[config.mk]
export PLATFORM = sky130hd
export DESIGN_NAME = ret_stack
export DESIGN_NICKNAME = d
export VERILOG_FILES = /design/src/rtl/rstk_pkg.sv /design/src/rtl/rstk_arbiter.sv /design/src/rtl/rstk_pointer.sv /design/src/rtl/rstk_store.sv /design/src/rtl/ret_stack.sv
export SDC_FILE = /design/constraint.sdc
export NUM_CORES = 1
export LEC_CHECK = 0
export BUFFER_PORTS_ARGS = -buffer_cell sky130_fd_sc_hd__buf_4
export CORE_UTILIZATION = 41
export CTS_CLUSTER_SIZE = 14
export DETAILED_ROUTE_END_ITERATION = 7
export GPL_TIMING_DRIVEN = 1
export HOLD_SLACK_MARGIN = 0.06
export PLACE_DENSITY = 0.62
export SYNTH_ARGS = -nofsm -noshare
export SYNTH_HDL_FRONTEND = slang
export SYNTH_SLANG_ARGS = --single-unit
export TNS_END_PERCENT = 30
[constraint.sdc]
create_clock -name clk -period 3.6 [get_ports clk]
set_input_delay 0.54 -clock clk [delete_from_list [all_inputs] [get_ports clk]]
set_output_delay 0.54 -clock clk [all_outputs]
set_load 0.1 [all_outputs]
[src/rtl/rstk_pkg.sv]
package rstk_pkg;

  typedef enum logic [2:0] {
    OPK_CALL  = 3'b000,
    OPK_PUSH  = 3'b001,
    OPK_INTR  = 3'b010,
    OPK_RSVD  = 3'b011,
    OPK_RET   = 3'b100,
    OPK_RETI  = 3'b101,
    OPK_POP   = 3'b110,
    OPK_POPCL = 3'b111
  } opk_e;

  // only the flag-clearing pop raises the in-service clear strobe
  function automatic logic opk_clears_flag(opk_e k);
    return k == OPK_POPCL;
  endfunction

endpackage

[src/rtl/rstk_arbiter.sv]
module rstk_arbiter
  import rstk_pkg::*;
(
  input  logic       clk,
  input  logic       rst_n,
  input  logic [2:0] op_kind,
  input  logic       push_valid,
  input  logic       pop_ready,
  output logic       push_ready,
  output logic       pop_valid,
  output logic       push_fire,
  output logic       pop_fire,
  output logic       clr_ins
);

  opk_e kind;
  logic clr_q;

  assign kind       = opk_e'(op_kind);
  assign push_ready = 1'b1;
  // a pending push masks the pop side
  assign pop_valid  = ~push_valid;
  assign push_fire  = push_valid & push_ready;
  assign pop_fire   = pop_valid & pop_ready;

  always_ff @(posedge clk) begin
    if (!rst_n) clr_q <= 1'b0;
    else        clr_q <= pop_fire & opk_clears_flag(kind);
  end

  assign clr_ins = clr_q;

  a_r9_one_op: assert property (@(posedge clk) disable iff (!rst_n)
    $onehot0({push_fire, pop_fire}));

  a_r9_push_wins: assert property (@(posedge clk) disable iff (!rst_n)
    (push_valid && pop_ready) |=> !clr_ins);

  a_r6_clr_cause: assert property (@(posedge clk) disable iff (!rst_n)
    clr_ins |-> $past(pop_valid && pop_ready && op_kind == 3'b111));

  a_r6_clr_single: assert property (@(posedge clk) disable iff (!rst_n)
    clr_ins |=> (!clr_ins || $past(pop_fire)));

endmodule

[src/rtl/rstk_pointer.sv]
module rstk_pointer #(
  parameter int SP_W = 3
) (
  input  logic            clk,
  input  logic            rst_n,
  input  logic            push_fire,
  input  logic            pop_fire,
  output logic [SP_W-1:0] sp,
  output logic [SP_W-1:0] sp_up
);

  localparam logic [SP_W-1:0] SP_TOP = {SP_W{1'b1}};
  localparam logic [SP_W-1:0] SP_ONE = SP_W'(1);

  logic [SP_W-1:0] sp_q;

  // plain modulo arithmetic, no overflow flag
  assign sp_up = sp_q + SP_ONE;

  always_ff @(posedge clk) begin
    if (!rst_n)         sp_q <= SP_TOP;
    else if (push_fire) sp_q <= sp_up;
    else if (pop_fire)  sp_q <= sp_q - SP_ONE;
  end

  assign sp = sp_q;

  a_r3_push_inc: assert property (@(posedge clk) disable iff (!rst_n)
    push_fire |=> sp == $past(sp) + SP_ONE);

  a_r4_pop_dec: assert property (@(posedge clk) disable iff (!rst_n)
    (pop_fire && !push_fire) |=> sp == $past(sp) - SP_ONE);

  a_r10_hold: assert property (@(posedge clk) disable iff (!rst_n)
    (!push_fire && !pop_fire) |=> $stable(sp));

  a_r8_wrap_up: assert property (@(posedge clk) disable iff (!rst_n)
    (push_fire && sp == SP_TOP) |=> sp == '0);

endmodule

[src/rtl/rstk_store.sv]
module rstk_store #(
  parameter int SP_W   = 3,
  parameter int DATA_W = 16
) (
  input  logic              clk,
  input  logic              wr_en,
  input  logic [SP_W-1:0]   wr_addr,
  input  logic [DATA_W-1:0] wr_data,
  input  logic [SP_W-1:0]   rd_addr,
  output logic [DATA_W-1:0] rd_data
);

  localparam int DEPTH = 1 << SP_W;

  // contents are deliberately left without reset
  logic [DATA_W-1:0] slots [DEPTH];

  always_ff @(posedge clk) begin
    if (wr_en) slots[wr_addr] <= wr_data;
  end

  assign rd_data = slots[rd_addr];

endmodule

[src/rtl/ret_stack.sv]
module ret_stack
  import rstk_pkg::*;
#(
  parameter int SP_W   = 3,
  parameter int DATA_W = 16
) (
  input  logic              clk,
  input  logic              rst_n,
  input  logic [2:0]        op_kind,
  input  logic              push_valid,
  output logic              push_ready,
  input  logic [DATA_W-1:0] push_data,
  output logic              pop_valid,
  input  logic              pop_ready,
  output logic [DATA_W-1:0] pop_data,
  output logic [SP_W-1:0]   sp_o,
  output logic              clr_ins
);

  logic            push_fire;
  logic            pop_fire;
  logic [SP_W-1:0] sp;
  logic [SP_W-1:0] sp_up;

  rstk_arbiter u_arb (
    .clk       (clk),
    .rst_n     (rst_n),
    .op_kind   (op_kind),
    .push_valid(push_valid),
    .pop_ready (pop_ready),
    .push_ready(push_ready),
    .pop_valid (pop_valid),
    .push_fire (push_fire),
    .pop_fire  (pop_fire),
    .clr_ins   (clr_ins)
  );

  rstk_pointer #(.SP_W(SP_W)) u_ptr (
    .clk      (clk),
    .rst_n    (rst_n),
    .push_fire(push_fire),
    .pop_fire (pop_fire),
    .sp       (sp),
    .sp_up    (sp_up)
  );

  // the write goes to the incremented index; R4: the read comes from the current one
  rstk_store #(.SP_W(SP_W), .DATA_W(DATA_W)) u_store (
    .clk    (clk),
    .wr_en  (push_fire),
    .wr_addr(sp_up),
    .wr_data(push_data),
    .rd_addr(sp),
    .rd_data(pop_data)
  );

  assign sp_o = sp;

  a_r3_top_is_pushed: assert property (@(posedge clk) disable iff (!rst_n)
    push_valid |=> pop_data == $past(push_data));

  a_r10_top_stable: assert property (@(posedge clk) disable iff (!rst_n)
    (!push_valid && !pop_ready) |=> $stable(pop_data));

  a_r2_push_ready: assert property (@(posedge clk) disable iff (!rst_n)
    push_ready);

endmodule

==> results of run 1 <==
==> kinds of logic (layout without fill, tap and decap cells) <==
group	Yosys count	count (layout)	share of synthesized area [%]
AO/OA/AOI/OAI	4	4	0.428
XOR/XNOR	3	3	0.500
adder cells (fa/ha/maj)	2	2	0.476
buffers and inverters	16	90	1.81
flip-flops	135	135	75.8
multiplexers	48	48	19.1
other	1	1	0.0713
AND/OR/NAND/NOR	21	21	1.83
==> cell type report <==
type / instances / area [sq um] / area share (%)
Multi-Input combinational cell: 79 / 1200 / 18.4
Inverter: 4 / 15.0 / 0.230
Clock inverter: 15 / 256 / 3.94
Timing Repair Buffer: 54 / 418 / 6.41
Sequential cell: 135 / 3990 / 61.2
Clock buffer: 17 / 425 / 6.53
Tap cell: 172 / 215 / 3.30
==> layout by cell type, fill, tap and decap left out, drive strengths merged <==
master and n:
edfxtp 128, buf 54, mux4 32, clkbuf 17, mux2 16, nand2 8, bufinv 7, dfxtp 7
clkinv 6, nor2 5, inv 4, nor3 4, xnor2 2, o21ai 2, ha 2, clkinvlp 2
xor2 1, o211ai 1, nand3b 1, a21oi 1, and3 1, nand4 1, nor3b 1, conb 1
==> state kept, by name, summed over array words and instances (netlist names), named ones only <==
signal,count
u_store.slots,128
u_ptr.sp,3
u_arb.clr_ins,1
==> power breakdown <==
part	switching, uW	internal [uW]	total, uW	leakage [uW]
combinational	516	219	734	0.000792
clock	616	1360	1980	0.000328
sequential	28.0	1820	1850	0.00122
total	1160	3400	4560	0.00234
==> worst min-delay path by stage <==
stage / startpoint / endpoint / slack (ps) / depth (start not counted)
5_1_grt: push_data[2] / u_store.slots[7][2] / 350 / 1
3_5_place_dp: u_ptr.sp[0] / flop / 640 / 3
2_1_floorplan: rst_n / flop / 620 / 1
6_report: push_valid / u_arb.clr_ins / 360 / 2
4_1_cts: push_valid / u_arb.clr_ins / 340 / 2
3_3_place_gp: u_ptr.sp[0] / flop / 620 / 3
==> layer usage <==
metal	vias to the layer above	track usage, %	routed length (um)
met4	0	6.49	103
met3	13	5.06	403
met1	1251	21.0	4230
li1	1096	-	-
met5	-	0	0
met2	60	25.2	4620
==> stage by stage <==
stage	hold slack (ps)	worst slack (ps)	cells
2_1_floorplan	616	322	230
3_5_place_dp	638	1090	444
5_1_grt	349	566	476
3_3_place_gp	619	1110	444
4_1_cts	344	630	476
6_report	360	692	476
==> summary.txt, run 1 <==
Floorplan
  – Core area: 0.0126 sq mm
  – Full die area: 0.0133 sq mm
  – Die height: 115 um
  – DIE WIDTH: 115 um
  – Row count: 41
  – Starting density of the core: 41.8%
  – Io pins: 45

Yosys
  – Post-Syn Instances: 230
  – Syn Area/Cell: 22.9 sq um
  – Synthesized flop and latch total: 135
  – Top-count cell post-synth: edfxtp_1
  – Yosys warns: 0
  – Top cell type's share of synthesized area: 73.1%
  – Synth area leader: edfxtp_1
  – Sequential share of the synthesized area: 75.8%
  – Fraction of registers with async set/reset: 0%
  – Distinct cells, synth: 25
  – Area contributors post-synth: edfxtp_1 73%, mux4_1 14%, mux2_2 3.4%
  – Synth Flop Type: edfxtp_1
  – Syn_nets: 255
  – Synth top cells by count: 128 x edfxtp_1, 28 x mux4_1, 16 x mux2_2
  – Post-synth EDFFs: 128
  – Post-Syn Area: 0.00526 sq mm

Placed design
  – Hpwl dp: 5140 um
  – Port buffer count: 43
  – GP Congestion: 0.678
  – Post-DP Area: 0.00583 sq mm

GRT
  – Largest net degree at the start of global routing: 33
  – Total track usage: 16.1%
  – First-pass GRT wire length: 14600 um
  – Vias in the first global route: 2547
  – Grt ovf: 0
  – Initial antenna violation count: 0

Critical path
  – Reg2reg path depth: 5
  – RR Startpoint: u_ptr.sp[0]
  – Crit-path leading delay family: multiplexers
  – Worst endpoint required time: 3060 ps
  – Worst Path Arrival: 2370 ps
  – CP bufs+invs: 2
  – Critical path peak fanout: 20
  – Crit-path max cell delay: 610 ps
  – Critical Path End: pop_data[4]
  – Slowest CP cell: dfxtp_2
  – CP Depth: 4
  – CP startpoint kind: flop
  – R2R Path End: u_store.slots[3][5]
  – FF-to-FF setup slack: 1710 ps
  – Crit Path Class: flop to output pin
  – Crit end category: output pin
  – Critical path, cell by cell: buf_12 -> mux4_1 -> mux2_2 -> buf_4

Clock network
  – CTS root buf: clkbuf_16
  – # H-tree levels: 4
  – Hold-fix buffers at CTS: 0
  – Post-CTS Setup Repair Bufs: 0
  – CTS sink count: 135
  – CTS tree: built
  – CTS Buffer Depth: 2
  – Cts repair resizes: 0
  – Clock buffer count from CTS: 17
  – Clk_lat worst skew: 410 ps
  – Clock-pin transition on the worst setup and hold timing paths: 60 ps

Route
  – DR vias/cell: 5.08
  – # DRC: 0
  – Detailed Routing Iterations Pass 1: 4
  – Routed WL: 9360 um
  – Via count: 2420
  – Routed length per instance: 19.7 um
  – Starting DRT DRC Count: 178
  – Antenna viol nets, final: 0

Finish
  – Fillers: 1000
  – Ant diodes: 0
  – Syn-to-layout area delta: 23.9%
  – Finished Cell Area: 0.00652 sq mm
  – Final nets: 316
  – Layout cells sized above 1: 35.9%
  – Fin util: 51.8%

Power
  – Leakage power: 0.00234 uW
  – Pwr per Cell Area: 700 mW/mm^2
  – Design Power: 4560 uW
  – Peak supply drop: 0.465 mV

Timing
  – RSZ-0062 raised after global routing: false
  – Max Fclk: 344 MHz
  – Setup TNS: 0 ps
  – Min Tclk post-route: 2910 ps
  – Part of the cycle the worst path needs: 80.8%
  – Final Hold Vio Count: 0
  – Slew Viols, Final: 0
  – Clk_skew: 8.35 ps
  – Setup violators final: 0

Outcome
  – Status: finished, final reports clean

Worst hold path
  – Worst Hold Class: input port to flop

Job
  – Max-Cap Viols: 0
(Power assumes the default switching activity.)
==> run 2, diff against run 1 <==
Settings changed: ABC_AREA set to 1.
Clock period 3.6 ns to 2.91 ns, I/O delays scaled along.
==> run 2 against run 1 <==
Setup slack worse by 210 ps. Critical endpoint is now pop_data[7]. Critical path depth rose by 3. Sequential cell count unchanged. Largest cell class unchanged. Synthesized area rose by 13%.
==> summary.txt, run 2 <==
Yosys
  – Syn_nets: 629 (+150%)
  – Top cell type's share of synthesized area: 64.6% (-8.4 points)
  – Distinct cells, synth: 17 (-32%)
  – Post-Syn Area: 0.00595 sq mm (+13%)
  – Synth area leader: edfxtp_1
  – Post-synthesis simple-gate area fraction: 20.4% (+19 points)
  – Fraction of registers with async set/reset: 0% (unchanged)
  – Synth top cells by count: 220 x nand2_1, 138 x inv_1, 128 x edfxtp_1
  – Post-Syn Instances: 604 (+160%)
  – Mux contribution to synthesized area: 0% (-19 points)
  – Post-synth EDFFs: 128 (unchanged)
  – Sequential share of the synthesized area: 67.0% (-8.8 points)
  – Post-Synth XOR/XNOR Area: 0% (-0.50 points)
  – Syn Area/Cell: 9.84 sq um (-57%)
  – Top-count cell post-synth: nand2_1
  – Synth Flop Type: edfxtp_1
  – Combinational family with the most area after synthesis: simple AND/OR/NAND/NOR gates
  – Synth Area in Adders: 0.421% (-0.055 points)
  – Yosys warns: 0 (unchanged)
  – Complex-gate fraction of the synthesized area: 0.379% (-0.049 points)
  – Synthesized flop and latch total: 135 (unchanged)
  – Area contributors post-synth: edfxtp_1 65%, nand2_1 14%, inv_1 8.7%

Power
  – Internal power: 3770 uW (+11%)
  – Peak supply drop: 0.397 mV (-15%)
  – Leakage power: 0.00329 uW (+41%)
  – Power share of the sequential group: 42.6% (+2.0 points)
  – Clock network power share: 39.0% (-4.3 points)
  – Psw: 1520 uW (+31%)
  – Sw Ratio: 28.7% (+3.3 points)
  – Pwr per Cell Area: 755 mW/mm^2 (+7.8%)
  – Combinational Power Share: 18.3% (+2.2 points)
  – Design Power: 5290 uW (+16%)

GRT
  – Largest net degree at the start of global routing: 65 (+97%)
  – Total track usage: 17.4% (+1.3 points)
  – Vias in the first global route: 3742 (+47%)
  – Initial antenna violation count: 0 (unchanged)
  – Grt ovf: 0 (unchanged)
  – First-pass GRT wire length: 18500 um (+27%)

Outcome
  – Status: finished, final reports clean

Timing
  – Max_slew headroom: 52.1%
  – Setup TNS: 0 ps (unchanged)
  – Max Fclk: 412 MHz
  – Least-Margin Pin Slew: 717 ps
  – Clk_skew: 11.9 ps (+3.56 ps)
  – Setup violators final: 0 (unchanged)
  – Slew Viols, Final: 0 (unchanged)
  – RSZ-0062 raised after global routing: false
  – Min Tclk post-route: 2430 ps
  – Part of the cycle the worst path needs: 83.4%
  – Final Hold Vio Count: 0 (unchanged)

Floorplan
  – Io pins: 45 (unchanged)
  – Die height: 122 um (+6.2%)
  – DIE WIDTH: 122 um (+6.2%)
  – Row count: 43 (+4.9%)
  – Full die area: 0.0150 sq mm (+13%)
  – Core area: 0.0140 sq mm (+11%)
  – Starting density of the core: 42.5% (+0.66 points)

Clock network
  – CTS Buffer Depth: 2 (unchanged)
  – CTS root buf: clkbuf_16
  – Cts repair resizes: 0 (unchanged)
  – Clk_lat worst skew: 420 ps (about the same)
  – Post-CTS Setup Repair Bufs: 0 (unchanged)
  – Clock-pin transition on the worst setup and hold timing paths: 60 ps (about the same)
  – CTS sink count: 135 (unchanged)
  – Clock buffer count from CTS: 17 (unchanged)
  – # H-tree levels: 4 (unchanged)
  – CTS tree: built
  – Hold-fix buffers at CTS: 0 (unchanged)

Route
  – Routed WL: 11800 um (+26%)
  – Starting DRT DRC Count: 322 (+81%)
  – Routed length per instance: 14.0 um (-29%)
  – Detailed Routing Iterations Pass 1: 4 (unchanged)
  – DR vias/cell: 4.56 (-10%)
  – Via count: 3866 (+60%)
  – # DRC: 0 (unchanged)
  – Antenna viol nets, final: 0 (unchanged)

Finish
  – Max reg flops: 128 (unchanged)
  – Multi-input gate area: 0.00126 sq mm (+5.3%)
  – Most frequent cells in the layout: 220 x nand2_1, 138 x inv_1, 128 x edfxtp_1, 67 x nand3_1, 57 x buf_4
  – Ant diodes: 0 (unchanged)
  – Fillers: 1275 (+28%)
  – FF/Latch Area: 0.00399 sq mm (unchanged)
  – Most common cell after layout, fill and taps aside: nand2_1
  – Syn-to-layout area delta: 17.9%
  – Most flop-heavy register: u_store.slots
  – Fin util: 50.1% (-1.7 points)
  – Final nets: 682 (+120%)
  – Layout cells sized above 1: 13.0% (-23 points)

Worst hold path
  – Worst hold start: push_data[4]
  – Hold endpoint: u_store.slots[5][4]
  – Worst Hold Class: input port to flop
  – Cell count of the worst hold path: 1 (-1)

Critical path
  – Worst Path Arrival: 1990 ps (-380 ps)
  – Worst endpoint required time: 2470 ps (-590 ps)
  – Crit Path Class: flop to output pin
  – Critical path peak fanout: 64 (+220%)
  – RR Startpoint: u_ptr.sp[0]
  – R2R Path End: u_store.slots[0][13]
  – Crit end category: output pin
  – FF-to-FF setup slack: 1150 ps (-560 ps)
  – CP startpoint kind: flop
  – Reg2reg path depth: 6 (+1)

Placed design
  – Hpwl dp: 7000 um (+36%)
  – GP Congestion: 0.792 (+17%)
  – Port buffer count: 43 (unchanged)

Job
  – Max-Cap Viols: 0 (unchanged)
[run 2: worst max-delay path, cell delays in order, from the launching register on]
cell     delay [ps]
dfxtp_2         330
buf_4           520
nand2_1         150
nand3_1         120
nand2_1          50
nand2_1          50
nand2_1          90
buf_4           240
[run 2: power by group through the flow]
stage               combinational (uW)  sequential (uW)  clock (uW)
detailed placement                 981             2300           0
finish                             971             2260        2070
global placement                   967             2290           0
floorplan                          714             2320           0
CTS                                983             2260        2100
global route                      1050             2260        2170
[run 2: worst max-delay path by stage]
stage	start	to	slack, ps	cells after the start
CTS	flop	pop_data[2]	470	7
global route	flop	pop_data[0]	330	7
floorplan	u_ptr.sp[0]	u_store.slots[0][0]	170	5
global placement	flop	pop_data[7]	970	7
detailed placement	flop	pop_data[2]	920	7
finish	flop	pop_data[7]	480	7
[run 2: final cells by class]
type	instances	share of cell area, %
repair buffers	58	6.39
inverters	139	7.44
well taps	180	3.21
clock inverters	11	1.91
multi-input cells	306	18.0
clock buffers	19	6.18
flip-flops and latches	135	56.8
[run 2: logic make-up after synthesis]
family,count (synthesis)
AOI/OAI and AO/OA,4
DFF,135
and+or+nand+nor,299
adders and majority gates,2
buffers and inverters,163
other,1
[run 2: routing by layer]
metal	share of wire [%]	GRT usage (%)
met1	44	21.6
met2	49	28.1
met3	6.2	4.65
met4	1.4	8.77
met5	0	0
[run 2: metrics by stage]
| stage | cell area [sq um] | hold WS, ps | setup slack, ps | instances |
|---|---|---|---|---|
| finish | 7010 | 234 | 483 | 848 |
| global route | 7010 | 242 | 332 | 848 |
| CTS | 7010 | 230 | 471 | 848 |
| detailed placement | 6440 | 589 | 921 | 818 |
| global placement | 6440 | 594 | 974 | 818 |
| floorplan | 5950 | 535 | 165 | 604 |
